<file path="config.mk">
export PLATFORM = sky130hd
export DESIGN_NAME = smt_decode_arb
export DESIGN_NICKNAME = d
export VERILOG_FILES = /design/src/rtl/smt_arb_pkg.sv /design/src/rtl/smt_cong_mon.sv /design/src/rtl/smt_slot_sched.sv /design/src/rtl/smt_decode_arb.sv
export SDC_FILE = /design/constraint.sdc
export NUM_CORES = 1
export LEC_CHECK = 0
export ABC_CLOCK_PERIOD_IN_PS = 9970
export BUFFER_PORTS_ARGS = -buffer_cell sky130_fd_sc_hd__buf_2
export CORE_ASPECT_RATIO = 1.1
export CORE_MARGIN = 2
export CORE_UTILIZATION = 42
export CTS_BUF_LIST = sky130_fd_sc_hd__clkbuf_8
export CTS_CLUSTER_DIAMETER = 100
export CTS_CLUSTER_SIZE = 12
export DETAILED_ROUTE_END_ITERATION = 7
export PLACE_DENSITY_LB_ADDON = 0.25
export SLEW_MARGIN = 30
export SYNTH_ARGS = -nofsm -noshare
export SYNTH_HDL_FRONTEND = slang
export SYNTH_SLANG_ARGS = --single-unit
</file>
<file path="constraint.sdc">
create_clock -name clk -period 9.97 [get_ports clk]
set_input_delay 0.4985 -clock clk [delete_from_list [all_inputs] [get_ports clk]]
set_output_delay 0.4985 -clock clk [all_outputs]
set_load 0.005 [all_outputs]
</file>
<file path="src/rtl/smt_arb_pkg.sv">
package smt_arb_pkg;
  localparam int PRIO_W   = 3;
  localparam int LEVELS   = 1 << PRIO_W;
  localparam int MAX_DIFF = LEVELS - 2;      // largest gap between two running levels
  localparam int WIN_W    = MAX_DIFF + 1;    // bits needed for the widest share window
  localparam int NTHR     = 2;

  typedef logic [PRIO_W-1:0] prio_t;

  localparam prio_t PRIO_OFF = prio_t'(0);
  localparam prio_t PRIO_LOW = prio_t'(1);
endpackage

</file>
<file path="src/rtl/smt_cong_mon.sv">
module smt_cong_mon
  import smt_arb_pkg::*;
#(
  parameter int OCC_W  = 6,
  parameter int MISS_W = 4
) (
  input  logic              clk,
  input  logic              rst_n,
  input  prio_t             prio,
  input  logic [OCC_W-1:0]  occ,
  input  logic [OCC_W-1:0]  occ_lim,
  input  logic [MISS_W-1:0] miss,
  input  logic [MISS_W-1:0] miss_lim,
  input  logic              long_op,
  output prio_t             eff_prio,
  output logic              blk_now,
  output logic              inhibit_q,
  output logic              flush_q
);
  logic demote;
  logic long_d;

  // demotion by one level, floored at the lowest running level
  always_comb begin
    demote   = (occ > occ_lim);
    eff_prio = prio;
    if (demote && (prio > PRIO_LOW)) eff_prio = prio - PRIO_LOW;
    // blocking conditions
    blk_now  = (miss > miss_lim) || long_op;
  end

  always_ff @(posedge clk) begin
    if (!rst_n) begin
      long_d    <= 1'b0;
      inhibit_q <= 1'b0;
      flush_q   <= 1'b0;
    end else begin
      long_d    <= long_op;
      inhibit_q <= blk_now;
      flush_q   <= long_op & ~long_d;
    end
  end
endmodule

</file>
<file path="src/rtl/smt_slot_sched.sv">
module smt_slot_sched
  import smt_arb_pkg::*;
#(
  parameter int PSAVE_PERIOD = 32
) (
  input  logic             clk,
  input  logic             rst_n,
  input  logic             st_mode,
  input  prio_t [NTHR-1:0] raw_prio,
  input  prio_t [NTHR-1:0] eff_prio,
  input  logic  [NTHR-1:0] blk,
  output logic  [NTHR-1:0] grant_q,
  output logic             psave_q
);
  localparam int PS_W   = $clog2(PSAVE_PERIOD);
  localparam int SLOT_W = (WIN_W > PS_W + 1) ? WIN_W : PS_W + 1;

  logic [SLOT_W-1:0] slot;
  logic [SLOT_W-1:0] mask;
  logic [NTHR-1:0]   elig;
  logic [NTHR-1:0]   gnt_nxt;
  logic              psave_now;
  logic              hi;
  logic              pref;
  prio_t             gap;

  always_comb begin
    elig[0]   = (raw_prio[0] != PRIO_OFF) && !blk[0];
    elig[1]   = (raw_prio[1] != PRIO_OFF) && !blk[1] && !st_mode;
    psave_now = !st_mode && (raw_prio[0] == PRIO_LOW) && (raw_prio[1] == PRIO_LOW);
    hi        = (eff_prio[1] > eff_prio[0]);
    gap       = hi ? (eff_prio[1] - eff_prio[0]) : (eff_prio[0] - eff_prio[1]);
    mask      = (SLOT_W'(1) << (32'(gap) + 1)) - SLOT_W'(1);
    pref      = slot[PS_W];
    gnt_nxt   = '0;
    if (psave_now) begin
      // one grant per period, alternating preference
      if (slot[PS_W-1:0] == '0) begin
        if (elig[pref])       gnt_nxt[pref]  = 1'b1;
        else if (elig[!pref]) gnt_nxt[!pref] = 1'b1;
      end
    end else if (elig == 2'b11) begin
      if (gap == PRIO_OFF)             gnt_nxt[slot[0]] = 1'b1;
      else if ((slot & mask) == mask)  gnt_nxt[!hi]     = 1'b1;
      else                             gnt_nxt[hi]      = 1'b1;
    end else begin
      gnt_nxt = elig;
    end
  end

  always_ff @(posedge clk) begin
    if (!rst_n) begin
      slot    <= '0;
      grant_q <= '0;
      psave_q <= 1'b0;
    end else begin
      slot    <= slot + SLOT_W'(1);
      grant_q <= gnt_nxt;
      psave_q <= psave_now;
    end
  end
endmodule

</file>
<file path="src/rtl/smt_decode_arb.sv">
module smt_decode_arb
  import smt_arb_pkg::*;
#(
  parameter int OCC_W        = 6,
  parameter int MISS_W       = 4,
  parameter int PSAVE_PERIOD = 32
) (
  input  logic              clk,
  input  logic              rst_n,
  input  logic              st_mode,
  input  logic [2:0]        t0_prio,
  input  logic [2:0]        t1_prio,
  input  logic [OCC_W-1:0]  t0_occ,
  input  logic [OCC_W-1:0]  t1_occ,
  input  logic [OCC_W-1:0]  occ_limit,
  input  logic [MISS_W-1:0] t0_miss,
  input  logic [MISS_W-1:0] t1_miss,
  input  logic [MISS_W-1:0] miss_limit,
  input  logic              t0_long_op,
  input  logic              t1_long_op,
  output logic [1:0]        dec_grant,
  output logic [1:0]        dec_inhibit,
  output logic [1:0]        disp_flush,
  output logic              pwr_save
);
  prio_t [NTHR-1:0]  raw_prio;
  prio_t [NTHR-1:0]  eff_prio;
  logic  [NTHR-1:0]  blk_now;
  logic  [OCC_W-1:0]  occ_a  [NTHR];
  logic  [MISS_W-1:0] miss_a [NTHR];
  logic  [NTHR-1:0]  long_a;

  assign raw_prio[0] = t0_prio;
  assign raw_prio[1] = t1_prio;
  assign occ_a[0]    = t0_occ;
  assign occ_a[1]    = t1_occ;
  assign miss_a[0]   = t0_miss;
  assign miss_a[1]   = t1_miss;
  assign long_a      = {t1_long_op, t0_long_op};

  for (genvar i = 0; i < NTHR; i++) begin : g_mon
    smt_cong_mon #(.OCC_W(OCC_W), .MISS_W(MISS_W)) mon_i (
      .clk      (clk),
      .rst_n    (rst_n),
      .prio     (raw_prio[i]),
      .occ      (occ_a[i]),
      .occ_lim  (occ_limit),
      .miss     (miss_a[i]),
      .miss_lim (miss_limit),
      .long_op  (long_a[i]),
      .eff_prio (eff_prio[i]),
      .blk_now  (blk_now[i]),
      .inhibit_q(dec_inhibit[i]),
      .flush_q  (disp_flush[i])
    );
  end

  smt_slot_sched #(.PSAVE_PERIOD(PSAVE_PERIOD)) sched_i (
    .clk     (clk),
    .rst_n   (rst_n),
    .st_mode (st_mode),
    .raw_prio(raw_prio),
    .eff_prio(eff_prio),
    .blk     (blk_now),
    .grant_q (dec_grant),
    .psave_q (pwr_save)
  );
endmodule

</file>
==> flow_summary.toml <==
[logic_synthesis]
synthArstFlopShare_pct = 0
netlist_instances = 214
syn_avg_cell_area_um2 = 8.20
syn_nets = 291
synthFlopType = "dfxtp_1"
synth_area_um2 = 1760
ys_seq_area_share_pct = 18.2
synth_seq_cells = 16
ys_types = 48
synth_edf_count = 0
synth_warnings = 0

[timing]
setup_viol = 0
skew_ps = 1.90
report.final.slew_viol_count = 0
max_freq_mhz = 212
min_period_ps = 4720
setup_ws_ps = 5250
fin_tns_setup_ps = 0
rsz0062_at_grt = "no"
finalHoldViolCount = 0
fin_crit_sh_pct = 47.3

[route]
ant_nets = 0
viasPerCell = 4.93
first_pass_iters = 4
wirelength_um = 3310
route.detailed.drc = 0
vias = 1529
drt_iter0_drc = 26
wire_per_inst_um = 10.7

[floorplan]
core-area_um2 = 3990
die-area_um2 = 4710
die_y_um = 71.8
die_w_um = 65.6
pin_count = 48
start_util_pct = 44.0
rows = 24

[power_and_ir_drop]
finalPower_mw = 0.245
power_density_nw_per_um2 = 119
p_clk_share_pct = 23.2
p_leak_nw = 1.05
combPwrFrac_pct = 48.5
switching_power_mw = 0.0878
swShare_pct = 35.8
peakVddDrop_uv = 38.8
p_int_mw = 0.158
pwr-share-seq_pct = 28.3

[job]
max-cap-violations = 0

[critical_path]
required_ps = 10170
reg2reg_slack_ps = 8070
reg2regPathDepth = 8
path_class = "input pin to flip-flop"
timing.rr.start = "sched_i.slot[2]$_SDFF_PN0_"
worst_r2r_endpoint = "sched_i.grant_q[1]$_SDFF_PN0_"
endpoint_kind = "flip-flop"
critPathMaxFanout = 4
crit_arrival_ps = 4910
cp-start-kind = "input pin"

[finish]
antenna_cells = 0
num-fill-cells = 402
finalNetCount = 336
final_common_cell = "buf_2"
layout_common_cells = "47 x buf_2, 34 x ha_1, 29 x inv_1, 16 x dfxtp_1, 15 x a21oi_1"
design_area_um2 = 2060
syn2layout_area_growth_pct = 17.2
stdcell_count = 310
drive_above_1_share_pct = 23.3

[status]
outcome = "complete, no violations"

[clocking]
clk_latency_ps = 250
post_cts_resized = 0
post-cts-setup-buffers = 0
h-tree-depth = 1
cts_buffers = 3
cts_max_path_buffers = 2
cts_tree = "built"
root_buffer = "clkbuf_8"
cts_sinks = 16
hold_buffers = 0
clk_pin_slew_ps = 60

[worst_hold_path]
min_to = "g_mon[1].mon_i.flush_q$_SDFF_PN0_"
min_path_type = "flip-flop to flip-flop"
min_from = "g_mon[1].mon_i.long_d$_SDFF_PN0_"
min_delay_path_depth = 1

[global_routing]
grt_pass1_wl_um = 5800
grt_pass1_vias = 1435
antenna_found_initial = 0
overflow = 0
grt_max_degree = 16
grt_use_total_pct = 15.4

[place]
place_ws_ps = 4990
dpl_cell_area_um2 = 2000
io_buffers = 47
dpl.hpwl_um = 2920
gp_congestion = 0.763
dpl.cell_count = 306
-- Yosys cell counts (2+ instances only) --
master	n	area (um^2)
a21boi_0	3	22.5
nand3_1	6	30.0
mux2i_1	3	30.0
nand4_1	3	18.8
nand2b_1	2	12.5
dfxtp_1	16	320
o22ai_1	2	12.5
o21ai_0	9	45.0
and2_1	8	50.1
or3_1	2	12.5
ha_1	34	425
buf_4	5	37.5
a21oi_1	15	75.1
nor2b_1	8	50.1
xnor2_1	6	52.6
fa_1	2	40.0
o21a_1	6	45.0
nor2_1	13	48.8
inv_1	29	109
nand2_1	14	52.6
-- worst max-delay path, cell delays in order --
cell	delay (ps)
buf_2	100
inv_1	80
ha_1	250
a21oi_1	130
nor2b_1	50
o21ai_0	130
a21oi_1	140
o21ai_0	420
inv_1	160
fa_1	590
nor4b_2	360
nor3_4	100
nor2_1	140
nand2b_1	110
ha_1	240
nor2b_1	150
nor2_1	160
o221ai_1	150
nor2_1	100
or4b_1	430
o2111ai_1	110
o21ba_1	170
a31o_1	140
-- power by group through the flow --
stage	clock network, mW	registers (mW)	logic (mW)
after floorplan	0	0.0704	0.0948
after global placement	0	0.0710	0.119
after detailed placement	0	0.0710	0.119
after CTS	0.0591	0.0695	0.120
after global routing	0.0614	0.0701	0.135
final	0.0570	0.0695	0.119
-- cell type report --
type | count | area, um^2 | share of cell area (%)
Multi-Input combinational cell | 162 | 1270 | 61.9
Sequential cell | 16 | 320 | 15.6
Timing Repair Buffer | 47 | 235 | 11.4
Inverter | 29 | 109 | 5.29
Tap cell | 52 | 65.1 | 3.16
Clock buffer | 4 | 55.1 | 2.67
-- metal layers --
metal  routed length (um)  track usage, %
met1                 1450            18.4
met3                  159            2.98
met5                    0               0
met4                   52            4.86
met2                 1660            27.4
-- flip-flops by register name, summed over array words and instances, names as in the netlist --
register and count:
sched_i.slot 7, g_mon.mon_i.flush_q 2, g_mon.mon_i.inhibit_q 2, g_mon.mon_i.long_d 2
sched_i.grant_q 2, sched_i.psave_q 1
-- worst max path at each step --
stage	start	to	slack (ps)
global route	occ_limit[3]	sched_i.grant_q[0]$_SDFF_PN0_	4730
global placement	occ_limit[3]	sched_i.grant_q[0]$_SDFF_PN0_	5050
finish	occ_limit[3]	sched_i.grant_q[1]$_SDFF_PN0_	5250
CTS	occ_limit[3]	sched_i.grant_q[1]$_SDFF_PN0_	5230
detailed placement	occ_limit[3]	sched_i.grant_q[1]$_SDFF_PN0_	4990
floorplan	occ_limit[3]	sched_i.grant_q[1]$_SDFF_PN0_	5460
-- kinds of logic (layout without fill, tap and decap cells) --
| logic type | count (synthesis) | count (layout) | share of synthesized area [%] |
|---|---|---|---|
| XOR/XNOR | 7 | 7 | 3.49 |
| multiplexers | 3 | 3 | 1.71 |
| flip-flops | 16 | 16 | 18.2 |
| AO/OA/AOI/OAI | 48 | 48 | 18.5 |
| other | 1 | 1 | 0.214 |
| buffers and inverters | 36 | 80 | 9.19 |
| adder cells (fa/ha/maj) | 36 | 36 | 26.5 |
| AND/OR/NAND/NOR | 67 | 67 | 22.2 |
-- through the flow --
step           hold WS (ps)  util [%]
4_1_cts                 382      51.5
6_report                381      51.5
5_1_grt                 402      51.5
3_5_place_dp            373      50.2
2_1_floorplan           367         -
3_3_place_gp            371      50.2
No activity file was read; power rests on OpenSTA's default activity.
